[src/rtl/dfi_inj_pkg.sv]
package dfi_inj_pkg;

  // Command register bit positions.
  localparam int CMD_W = 6;

  // Field order matches bit order: cs is bit0, rd is bit5.
  typedef struct packed {
    logic rd;
    logic wr;
    logic ras;
    logic cas;
    logic we;
    logic cs;
  } cmd_t;

  // Offsets inside one phase window.
  localparam logic [4:0] OFF_CMD  = 5'd0;
  localparam logic [4:0] OFF_AHI  = 5'd1;
  localparam logic [4:0] OFF_ALO  = 5'd2;
  localparam logic [4:0] OFF_BANK = 5'd3;
  localparam logic [1:0] GRP_WR   = 2'b01;
  localparam logic [1:0] GRP_RD   = 2'b10;

endpackage

[src/rtl/dfi_inj_rdcap.sv]
module dfi_inj_rdcap #(
  parameter int BYTES = 8
) (
  input  logic               clk_i,
  input  logic               rst_ni,
  input  logic               arm_i,
  input  logic               valid_i,
  input  logic [BYTES*8-1:0] data_i,
  output logic [BYTES*8-1:0] data_o
);

  logic               pend_q, pend_d;
  logic [BYTES*8-1:0] data_q, data_d;
  logic               cap;

  assign cap = valid_i && pend_q;

  always_comb begin
    data_d = data_q;
    pend_d = pend_q;
    if (cap) begin
      data_d = data_i;
      pend_d = 1'b0;
    end
    if (arm_i) pend_d = 1'b1;
  end

  always_ff @(posedge clk_i or negedge rst_ni) begin
    if (!rst_ni) begin
      pend_q <= 1'b0;
      data_q <= '0;
    end else begin
      pend_q <= pend_d;
      if (cap) data_q <= data_d;
    end
  end

  assign data_o = data_q;


  rd_hold_chk: assert property (@(posedge clk_i) disable iff (!rst_ni)
    !valid_i |=> $stable(data_o));

endmodule

[src/rtl/dfi_inj_phase.sv]
module dfi_inj_phase
  import dfi_inj_pkg::*;
#(
  parameter int ADDR_W    = 13,
  parameter int ADDR_LO_W = 5,
  parameter int BANK_W    = 3,
  parameter int BYTES     = 8
) (
  input  logic               clk_i,
  input  logic               rst_ni,
  input  logic               sel_i,
  input  logic               wr_i,
  input  logic [4:0]         off_i,
  input  logic [7:0]         wdata_i,
  output logic [7:0]         rdata_o,
  output logic               cs_n_o,
  output logic               ras_n_o,
  output logic               cas_n_o,
  output logic               we_n_o,
  output logic [ADDR_W-1:0]  address_o,
  output logic [BANK_W-1:0]  bank_o,
  output logic               wrdata_en_o,
  output logic [BYTES*8-1:0] wrdata_o,
  output logic               rddata_en_o,
  input  logic [BYTES*8-1:0] rddata_i,
  input  logic               rddata_valid_i
);

  localparam int AHI_W = ADDR_W - ADDR_LO_W;
  localparam int IDX_W = $clog2(BYTES);

  logic                        wsel, cmd_wr, ahi_en, alo_en, bank_en, wb_en;
  cmd_t                        cmd_q, cmd_d;
  logic                        wren_q;
  logic [AHI_W-1:0]            ahi_q, ahi_d;
  logic [ADDR_LO_W-1:0]        alo_q, alo_d;
  logic [BANK_W-1:0]           bank_q, bank_d;
  logic [BYTES-1:0][7:0]       wb_q, wb_d;
  logic [BYTES*8-1:0]          rbytes;
  logic [IDX_W-1:0]            idx;

  assign wsel    = sel_i && wr_i;
  assign idx     = off_i[IDX_W-1:0];
  assign cmd_wr  = wsel && (off_i == OFF_CMD);
  assign ahi_en  = wsel && (off_i == OFF_AHI);
  assign alo_en  = wsel && (off_i == OFF_ALO);
  assign bank_en = wsel && (off_i == OFF_BANK);
  assign wb_en   = wsel && (off_i[4:3] == GRP_WR);

  always_comb begin
    cmd_d   = cmd_wr ? cmd_t'(wdata_i[CMD_W-1:0]) : '0;
    ahi_d   = wdata_i[AHI_W-1:0];
    alo_d   = wdata_i[ADDR_LO_W-1:0];
    bank_d  = wdata_i[BANK_W-1:0];
    wb_d    = wb_q;
    wb_d[idx] = wdata_i;
  end

  always_ff @(posedge clk_i or negedge rst_ni) begin
    if (!rst_ni) begin
      cmd_q  <= '0;
      wren_q <= 1'b0;
      ahi_q  <= '0;
      alo_q  <= '0;
      bank_q <= '0;
      wb_q   <= '0;
    end else begin
      cmd_q  <= cmd_d;
      wren_q <= cmd_q.wr;
      if (ahi_en)  ahi_q  <= ahi_d;
      if (alo_en)  alo_q  <= alo_d;
      if (bank_en) bank_q <= bank_d;
      if (wb_en)   wb_q   <= wb_d;
    end
  end

  dfi_inj_rdcap #(.BYTES(BYTES)) u_rdcap (
    .clk_i   (clk_i),
    .rst_ni  (rst_ni),
    .arm_i   (cmd_q.rd),
    .valid_i (rddata_valid_i),
    .data_i  (rddata_i),
    .data_o  (rbytes)
  );

  always_comb begin
    rdata_o = 8'h00;
    if (off_i == OFF_AHI)            rdata_o = 8'(ahi_q);
    else if (off_i == OFF_ALO)       rdata_o = 8'(alo_q);
    else if (off_i == OFF_BANK)      rdata_o = 8'(bank_q);
    else if (off_i[4:3] == GRP_WR)   rdata_o = wb_q[idx];
    else if (off_i[4:3] == GRP_RD)   rdata_o = rbytes[idx*8 +: 8];
  end

  assign cs_n_o      = ~cmd_q.cs;
  assign ras_n_o     = ~cmd_q.ras;
  assign cas_n_o     = ~cmd_q.cas;
  assign we_n_o      = ~cmd_q.we;
  assign rddata_en_o = cmd_q.rd;
  assign wrdata_en_o = wren_q;
  assign address_o   = {ahi_q, alo_q};
  assign bank_o      = bank_q;
  assign wrdata_o    = wb_q;


  nop_idle_chk: assert property (@(posedge clk_i) disable iff (!rst_ni)
    !cmd_wr |=> (cs_n_o && ras_n_o && cas_n_o && we_n_o));


  wren_delay_chk: assert property (@(posedge clk_i) disable iff (!rst_ni)
    (cmd_wr && wdata_i[4]) |=> ##1 wrdata_en_o);


  rden_chk: assert property (@(posedge clk_i) disable iff (!rst_ni)
    (cmd_wr && wdata_i[5]) |=> rddata_en_o);

endmodule

[src/rtl/dfi_cmd_injector.sv]
module dfi_cmd_injector #(
  parameter int PHASES    = 2,
  parameter int ADDR_W    = 13,
  parameter int ADDR_LO_W = 5,
  parameter int BANK_W    = 3,
  parameter int BYTES     = 8,
  parameter int HOST_AW   = 7
) (
  input  logic                      clk_i,
  input  logic                      rst_ni,
  input  logic                      host_wr_i,
  input  logic [HOST_AW-1:0]        host_addr_i,
  input  logic [7:0]                host_wdata_i,
  output logic [7:0]                host_rdata_o,
  output logic                      dfi_cke,
  output logic [PHASES-1:0]         dfi_cs_n,
  output logic [PHASES-1:0]         dfi_ras_n,
  output logic [PHASES-1:0]         dfi_cas_n,
  output logic [PHASES-1:0]         dfi_we_n,
  output logic [PHASES*ADDR_W-1:0]  dfi_address,
  output logic [PHASES*BANK_W-1:0]  dfi_bank,
  output logic [PHASES-1:0]         dfi_wrdata_en,
  output logic [PHASES*BYTES*8-1:0] dfi_wrdata,
  output logic [PHASES-1:0]         dfi_rddata_en,
  input  logic [PHASES*BYTES*8-1:0] dfi_rddata,
  input  logic [PHASES-1:0]         dfi_rddata_valid
);

  localparam int PH_W = HOST_AW - 6;
  localparam int DW   = BYTES * 8;

  logic [1:0] rst_sync_q;
  logic       rst_n;
  logic       ctl_sel, ctl_wr;
  logic       cke_q, cke_d;
  logic [PH_W-1:0] ph_idx;
  logic [7:0] ph_rdata [PHASES];

  always_ff @(posedge clk_i or negedge rst_ni) begin
    if (!rst_ni) rst_sync_q <= 2'b00;
    else         rst_sync_q <= {rst_sync_q[0], 1'b1};
  end
  assign rst_n = rst_sync_q[1];

  assign ctl_sel = host_addr_i[HOST_AW-1];
  assign ctl_wr  = host_wr_i && ctl_sel;
  assign ph_idx  = host_addr_i[5 +: PH_W];

  always_comb cke_d = host_wdata_i[0];

  always_ff @(posedge clk_i or negedge rst_n) begin
    if (!rst_n)      cke_q <= 1'b0;
    else if (ctl_wr) cke_q <= cke_d;
  end
  assign dfi_cke = cke_q;

  for (genvar p = 0; p < PHASES; p++) begin : g_phase
    logic sel;
    assign sel = !ctl_sel && (ph_idx == PH_W'(p));

    dfi_inj_phase #(
      .ADDR_W(ADDR_W), .ADDR_LO_W(ADDR_LO_W), .BANK_W(BANK_W), .BYTES(BYTES)
    ) u_phase (
      .clk_i          (clk_i),
      .rst_ni         (rst_n),
      .sel_i          (sel),
      .wr_i           (host_wr_i),
      .off_i          (host_addr_i[4:0]),
      .wdata_i        (host_wdata_i),
      .rdata_o        (ph_rdata[p]),
      .cs_n_o         (dfi_cs_n[p]),
      .ras_n_o        (dfi_ras_n[p]),
      .cas_n_o        (dfi_cas_n[p]),
      .we_n_o         (dfi_we_n[p]),
      .address_o      (dfi_address[p*ADDR_W +: ADDR_W]),
      .bank_o         (dfi_bank[p*BANK_W +: BANK_W]),
      .wrdata_en_o    (dfi_wrdata_en[p]),
      .wrdata_o       (dfi_wrdata[p*DW +: DW]),
      .rddata_en_o    (dfi_rddata_en[p]),
      .rddata_i       (dfi_rddata[p*DW +: DW]),
      .rddata_valid_i (dfi_rddata_valid[p])
    );
  end

  always_comb begin
    host_rdata_o = 8'h00;
    if (ctl_sel) begin
      host_rdata_o = {7'b0, cke_q};
    end else begin
      for (int p = 0; p < PHASES; p++)
        if (ph_idx == PH_W'(p)) host_rdata_o = ph_rdata[p];
    end
  end


  cke_hold_chk: assert property (@(posedge clk_i) disable iff (!rst_n)
    !ctl_wr |=> $stable(dfi_cke));

endmodule

[config.mk]
export PLATFORM = sky130hd
export DESIGN_NAME = dfi_cmd_injector
export DESIGN_NICKNAME = d
export VERILOG_FILES = /design/src/rtl/dfi_inj_pkg.sv /design/src/rtl/dfi_inj_rdcap.sv /design/src/rtl/dfi_inj_phase.sv /design/src/rtl/dfi_cmd_injector.sv
export SDC_FILE = /design/constraint.sdc
export NUM_CORES = 1
export LEC_CHECK = 0
export BUFFER_PORTS_ARGS = -buffer_cell sky130_fd_sc_hd__buf_2
export CAP_MARGIN = 25
export CORE_MARGIN = 5
export CORE_UTILIZATION = 49
export CTS_CLUSTER_DIAMETER = 30
export DETAILED_ROUTE_END_ITERATION = 10
export GPL_TIMING_DRIVEN = 0
export HOLD_SLACK_MARGIN = 0.02
export PLACE_DENSITY = 0.85
export SLEW_MARGIN = 25
export SYNTH_ARGS = -nofsm -noshare
export SYNTH_HDL_FRONTEND = slang
export SYNTH_HIERARCHICAL = 1
export SYNTH_SLANG_ARGS = --single-unit
[constraint.sdc]
create_clock -name clk_i -period 9.9 [get_ports clk_i]
set_clock_uncertainty 0.2 [all_clocks]
set_input_delay 0.99 -clock clk_i [delete_from_list [all_inputs] [get_ports clk_i]]
set_output_delay 0.99 -clock clk_i [all_outputs]
set_load 0.01 [all_outputs]
==> metrics, run 1 <==
count of synthesis-stage warnings from yosys=6; min setup slack post-route=5.07 ns; Layout area overhead=32.3%; simple-gate portion of the synthesized area=5.34%; total clock sinks=307; Starting Density=49.7%; DRC violations left=0; vertical die dimension=181 um; sum of negative setup slack=0 ns; total number of vias=10,500; Post-synth EDFFs=0; number of nets in the synthesized netlist=1,105; Lkg Pwr=0.00990 uW; GR Overflow Total=0; IR Drop Worst-Case VDD=0.135 mV; share of the yosys chip area belonging to registers=53.7%; I/O pin count=329; data arrival time at the worst-slack endpoint=3.64 ns; number of max-cap violations=0; # setup viols final=0; Synth Area in Compound Gates=2.92%; placeable core region=28,800 um2; final period demand of the worst path=4.83 ns; post-placement worst setup slack=5.20 ns; Seq cells post-synth=307; vias per cell=5.83; clock-pin slew of the registers on the worst-case setup and hold paths=0.06 ns; Post-Syn Area per Cell=15.0 um2; Clk Latency, worst-skew pair=0.53 ns; Die Footprint=32,700 um2; normalized max-slew margin=42.6%; Cell Count Post-Placement=1,671; endpoint class of the critical path=output port; result of the run=finished, final reports clean; prevailing post-synth register cell=dfrtp_1; RePlAce Congestion=0.944; transition time at the pin with the least slew margin=0.854 ns; global-route wire length before repair=69,800 um; RSZ-0062 raised after global routing=no; dominant combinational cell family by area after synthesis=multiplexers; 1st-pass router iterations=5; fraction of registers with async set/reset=100%; pwr/cell area=216 nW/um2; Cell Chain, Critical Path=clkbuf_1, clkbuf_1, buf_2, mux4_2, mux2i_1, o21ai_0, mux2i_1, nor2_1, buf_2; drt initial violations=834; worst-case register-to-register setup slack=8.08 ns; buffers added on ports=324; instance count of the mapped netlist=957; slowest CP cell=clkbuf_1; area share of the largest cell type after synthesis=53.7%; data required time at the worst endpoint=8.71 ns; Fmax achieved=0.207 GHz; sum of routed wire length over all layers=46,500 um; Max stage delay on crit path=0.68 ns; antenna violations before repair=4; layout cells sized above 1=60.7%; Post-Syn Area=14,300 um2; fin. max-slew vios=0; Worst Hold Class=reg2async; cell type with the highest aggregate area in the netlist=dfrtp_1; TritonCTS clock tree=built; top cells by instance count after synthesis=dfrtp_1 (307), mux2_2 (286), mux4_2 (50); clock tree root driver cell=clkbuf_16; number of levels in the clock H-tree=3; number of hold violations in the final report=0; share of synthesized area spent on multiplexers=34.7%; width of the chip=181 um; kind of start point of the critical path=input pin; clock buffers created by TritonCTS=67; post-cts hold buffer count=1; leading cell types by total area after synthesis=dfrtp_1 (54%), mux2_2 (23%), mux4_2 (7.9%); number of gates given a new drive strength after cts=0; Distinct cells, synth=50; maximum fanout encountered on the critical timing path=10; Finished Layout Cells=1,798; vias in the first global route=11,500; kind of critical path=in2out; Max Root-Sink Buffers=3; most repeated cell in the gate-level netlist after synthesis=dfrtp_1; arithmetic-cell share of the synthesized area counting full adders, half adders and majority gates=0%; drt wl/cell=25.8 um; Layout Nets=1,505; xor-xnor portion of the synthesized cell area=0%; fraction of the cycle the final worst path needs=48.7%; Total Routing Usage GR=27.8%; number of placement rows=62; largest net degree at the start of global routing=54; hpwl dp=32,800 um; setup fix buffers added after clock tree synthesis=0; remaining antenna violation count=0
## cell type report
class	count	area, um2
plain buffers	60	427
repair buffers	331	1770
multi-input cells	578	6160
inverters	12	45.0
clock inverters	40	508
fillers	2021	9850
flip-flops and latches	307	7690
clock buffers	81	1840
well taps	384	480
diodes	5	12.5
## cells in the final DEF, fill, tap and decap left out, types with 15 or more instances in the layout
master / Yosys / layout
mux2i_1: 45 / 45
mux2_2: 286 / 286
and2_1: 15 / 15
dfrtp_1: 307 / 306
buf_2: 17 / 341
nand2_1: 31 / 31
clkbuf_8: 12 / 21
clkbuf_1: 16 / 20
clkbuf_16: 0 / 68
nor2_1: 20 / 20
mux4_2: 50 / 50
## per-stage QoR
step / hold WS [ns] / total power (uW) / utilization (%) / instance area, um2
final: 0.152 / 4080 / 65.8 / 18900
after global routing: 0.158 / 4220 / 65.8 / 18900
after CTS: 0.160 / 4110 / 65.7 / 18900
after detailed placement: 0.136 / 1810 / 57.5 / 16600
after global placement: 0.135 / 1780 / 57.0 / 16400
after floorplan: 0.131 / 1620 / - / 14300
## cells by family after synthesis
group                  Yosys count
flip-flops                     307
other                            1
AND/OR/NAND/NOR                124
buffers and inverters           72
multiplexers                   393
AO/OA/AOI/OAI                   60
## state kept, by name, summed over array words and instances (netlist names)
name,cells
dfi_cke,1
g_phase.u_phase/ahi_q,16
g_phase.u_phase/alo_q,10
g_phase.u_phase/bank_o,6
g_phase.u_phase/cmd_q,10
g_phase.u_phase/rddata_en_o,2
g_phase.u_phase/u_rdcap/data_o,128
g_phase.u_phase/u_rdcap/pend_q,2
g_phase.u_phase/wrdata_en_o,2
g_phase.u_phase/wrdata_o,128
rst_sync_q,2
## power breakdown
group / total (uW) / internal (uW) / leakage (uW) / switching [uW]
Sequential: 1410 / 1340 / 0.00420 / 67.4
Combinational: 388 / 184 / 0.00455 / 205
Clock: 2280 / 1560 / 0.00115 / 721
## path summary, 6_finish.rpt
path                                         start                                           endpoint  depth (start not counted)
max                                 host_addr_i[1]                                    host_rdata_o[4]                          9
min                        rst_sync_q[1]$_DFF_PN0_  g_phase[0].u_phase/u_rdcap/data_o[10]$_DFFE_PN0P_                          0
max reg2reg                rst_sync_q[1]$_DFF_PN0_   g_phase[1].u_phase/u_rdcap/data_o[1]$_DFFE_PN0P_                          3
min reg2reg                rst_sync_q[1]$_DFF_PN0_  g_phase[0].u_phase/u_rdcap/data_o[10]$_DFFE_PN0P_                          0
max in group asynchronous  rst_sync_q[1]$_DFF_PN0_   g_phase[1].u_phase/u_rdcap/data_o[1]$_DFFE_PN0P_                          3
min in group clk_i         rst_sync_q[0]$_DFF_PN0_                            rst_sync_q[1]$_DFF_PN0_                          0
## critical path: cells and delay by family
kind / cells / cell delay [ns]
buffers and inverters: 4 / 1.66
multiplexers: 3 / 0.44
AO/OA/AOI/OAI: 1 / 0.29
AND/OR/NAND/NOR: 1 / 0.24
## per-layer routing
metal / vias to the layer above / global-route usage, % / routed length, um
met5: - / 0 / 0
met4: 0 / 14.9 / 2780
met3: 153 / 7.38 / 3620
met2: 568 / 43.4 / 21900
met1: 5388 / 35.8 / 18200
li1: 4370 / - / -
(Power assumes the default switching activity.)
==> inputs of run 2 (changes only) <==
- CORE_UTILIZATION: 49 -> 54
- PLACE_DENSITY: 0.85 -> 0.89
- clock period: 9.9 -> 4.45 ns (I/O delays scaled with it)
==> run 2 against run 1 <==
  * First-iteration DRC count rose by 37%
  * Via count rose by 11%
  * Combinational power rose to 2.5 times the previous value
  * Sequential share of layout area fell by 2.7 points
  * Clock-buffer cell count rose by 2
  * Setup slack got worse by 4.4 ns
  * Register-to-register slack got worse by 5.2 ns
  * Non-clock buffer count rose by 132
  * Worst hold slack got worse by 0.12 ns
  * Die area fell by 8.8%
  * Power rose by 130%
  * Flip-flop and latch count did not move
  * Critical path type unchanged
==> metrics, run 2 (synthesis results as in run 1) <==
final period demand of the worst path=3.81 ns; post-cts hold buffer count=133 (+132); number of gates given a new drive strength after cts=0 (unchanged); remaining antenna violation count=0 (unchanged); worst hold slack across all endpoints=0.0351 ns (-0.116 ns); fin. max-slew vios=0 (unchanged); width of the chip=173 um (-4.5%); relative contribution of combinational cells to total power=10.5% (+1.0 points); number of hold violations in the final report=0 (unchanged); fraction of the cycle the final worst path needs=85.7%; pwr/cell area=464 nW/um2 (+120%); cell internal power dissipation=7040 uW (+130%); number of max-cap violations=0 (unchanged); TritonCTS clock tree=built; layout cells sized above 1=55.4% (-5.2 points); RePlAce Congestion=0.984 (+4.2%); clock-pin slew of the registers on the worst-case setup and hold paths=0.06 ns (about the same); clock buffers created by TritonCTS=69 (+3.0%); Fmax achieved=0.262 GHz; Lkg Pwr=0.0105 uW (+5.7%); Cell Chain, Critical Path=clkbuf_1, clkbuf_1, buf_2, mux4_2, mux2i_1, o21ai_0, mux2i_1, nor2_1, buf_2; result of the run=finished, final reports clean; switching share of power=25.0% (+0.69 points); net switching power of the design=2350 uW (+140%); hpwl dp=31,800 um (-2.9%); share of power burned in the clock network=56.0% (about the same); worst-case reg-to-reg path depth=3 (unchanged); 1st-pass router iterations=7 (+2); vias per cell=6.15 (+5.5%); worst-case register-to-register setup slack=2.86 ns (-5.22 ns); transition time at the pin with the least slew margin=0.840 ns (-0.0137 ns); drt initial violations=1,145 (+37%); category of cells accounting for the largest share of critical-path delay=buffers and inverters; drt wl/cell=28.0 um (+8.3%); Max stage delay on crit path=0.69 ns (about the same); kind of critical path=in2out; maximum fanout encountered on the critical timing path=10 (unchanged); Layout area overhead=41.6%; endpoint class of the critical path=output port; portion of total power attributed to sequential cells=33.5% (-1.0 points); buffers added on ports=324 (unchanged); worst reg2reg path endpoint=g_phase[0].u_phase/u_rdcap/data_o[3]$_DFFE_PN0P_; antenna violations before repair=6 (+2); # setup viols final=0 (unchanged); number of placement rows=59 (-4.8%); total number of vias=11,600 (+11%); slowest CP cell=clkbuf_1; largest net degree at the start of global routing=56 (+3.7%); DRC violations left=0 (unchanged); RSZ-0062 raised after global routing=no; data required time at the worst endpoint=3.81 ns (-4.90 ns); Clk Latency, worst-skew pair=0.55 ns (+0.02 ns); post-route core utilization=77.7% (+12 points); Filler Cell Count=1,427 (-29%); Total Routing Usage GR=34.6% (+6.7 points); post-placement worst setup slack=0.702 ns (-4.50 ns); clock tree root driver cell=clkbuf_16; vertical die dimension=173 um (-4.5%); data arrival time at the worst-slack endpoint=3.17 ns (-0.47 ns); setup fix buffers added after clock tree synthesis=0 (unchanged); min setup slack post-route=0.637 ns (-4.44 ns); vias in the first global route=12,800 (+12%); IR Drop Worst-Case VDD=0.412 mV (+210%); total clock sinks=307 (unchanged); Worst Path Buf+Inv=4 (unchanged); launching point of the worst reg2reg path=g_phase[0].u_phase/u_rdcap/pend_q$_DFFE_PN0P_; commonest non-fill, non-tap cells in the layout=buf_2 (341), dfrtp_1 (306), mux2_2 (286); placeable core region=26,100 um2 (-9.5%); Worst Hold Class=reg2async; kind of start point of the critical path=input pin; most common cell after layout, fill and taps aside=buf_2; number of levels in the clock H-tree=3 (unchanged); Max Root-Sink Buffers=3 (unchanged); Starting Density=54.9% (+5.2 points); global-route wire length before repair=79,000 um (+13%); sum of negative setup slack=0 ns (unchanged); sum of routed wire length over all layers=52,800 um (+14%); Die Footprint=29,900 um2 (-8.8%); normalized max-slew margin=44.0% (+1.4 points); I/O pin count=329 (unchanged); GR Overflow Total=0 (unchanged); Layout Nets=1,639 (+8.9%)
==> run 2: changes by cell type in the layout (fill, tap and decap cells not counted), moves of 2 or more <==
cell / before / now
clkinvlp_4: 6 / 9
inv_6: 8 / 5
clkinv_2: 13 / 10
clkinv_4: 1 / 8
clkbuf_16: 68 / 70
dlygate4sd3_1: 1 / 133
clkbuf_1: 20 / 23
clkinv_8: 3 / 1
clkbuf_8: 21 / 18
==> run 2: power groups by stage <==
| stage | registers, uW | clock network [uW] | logic, uW |
|---|---|---|---|
| floorplan | 3220 | 0 | 381 |
| global placement | 3190 | 0 | 768 |
| detailed placement | 3160 | 0 | 852 |
| CTS | 3130 | 5260 | 959 |
| global route | 3160 | 5450 | 1040 |
| finish | 3150 | 5260 | 986 |
==> run 2: routing by layer <==
metal  part of all wire, %  vias up  global-route usage, %  routed length [um]
met1                    35     5822                   40.3               18300
met2                    49      856                   56.0               25700
met5                0.0019        -                      0                   1
li1                      -     4649                      -                   -
met4                   7.8        2                   23.8                4110
met3                   8.9      268                   9.24                4680
==> run 2: final cells by class <==
type / count / area [um2] / area share [%]
Timing Repair Buffer: 463 / 3100 / 15.3
Antenna cell: 5 / 12.5 / 0.0618
Buffer: 60 / 427 / 2.11
Inverter: 12 / 45.0 / 0.222
Tap cell: 335 / 419 / 2.07
Clock buffer: 83 / 1860 / 9.18
Multi-Input combinational cell: 578 / 6160 / 30.4
Sequential cell: 307 / 7690 / 37.9
Clock inverter: 43 / 548 / 2.71
==> run 2: metrics by stage <==
| step | cells | area (um2) | total power [uW] |
|---|---|---|---|
| after global routing | 1886 | 20300 | 9650 |
| after floorplan | 957 | 14300 | 3600 |
| after global placement | 1616 | 16400 | 3960 |
| after CTS | 1881 | 20200 | 9350 |
| after detailed placement | 1622 | 16500 | 4010 |
| final | 1886 | 20300 | 9400 |
==> run 2: worst max path at each step <==
stage / cells past startpoint / startpoint / slack [ns] / end
after floorplan: 0 / rst_sync_q[1]$_DFF_PN0_ / 1.20 / dfi_cke$_DFFE_PN0P_
after global placement: 0 / rst_sync_q[1]$_DFF_PN0_ / 0.15 / g_phase[1].u_phase/u_rdcap/data_o[36]$_DFFE_PN0P_
after detailed placement: 9 / host_addr_i[1] / 0.70 / host_rdata_o[4]
after CTS: 9 / host_addr_i[1] / 0.79 / host_rdata_o[4]
after global routing: 9 / host_addr_i[1] / 0.63 / host_rdata_o[4]
final: 9 / host_addr_i[1] / 0.64 / host_rdata_o[4]
==> run 2: worst reg2reg max path, delay by kind of cell, from the launching register on <==
family        cells  cell delay, ns
buf+inv           1            0.25
mux               1            0.40
simple gates      1            0.19
flops             1            0.42
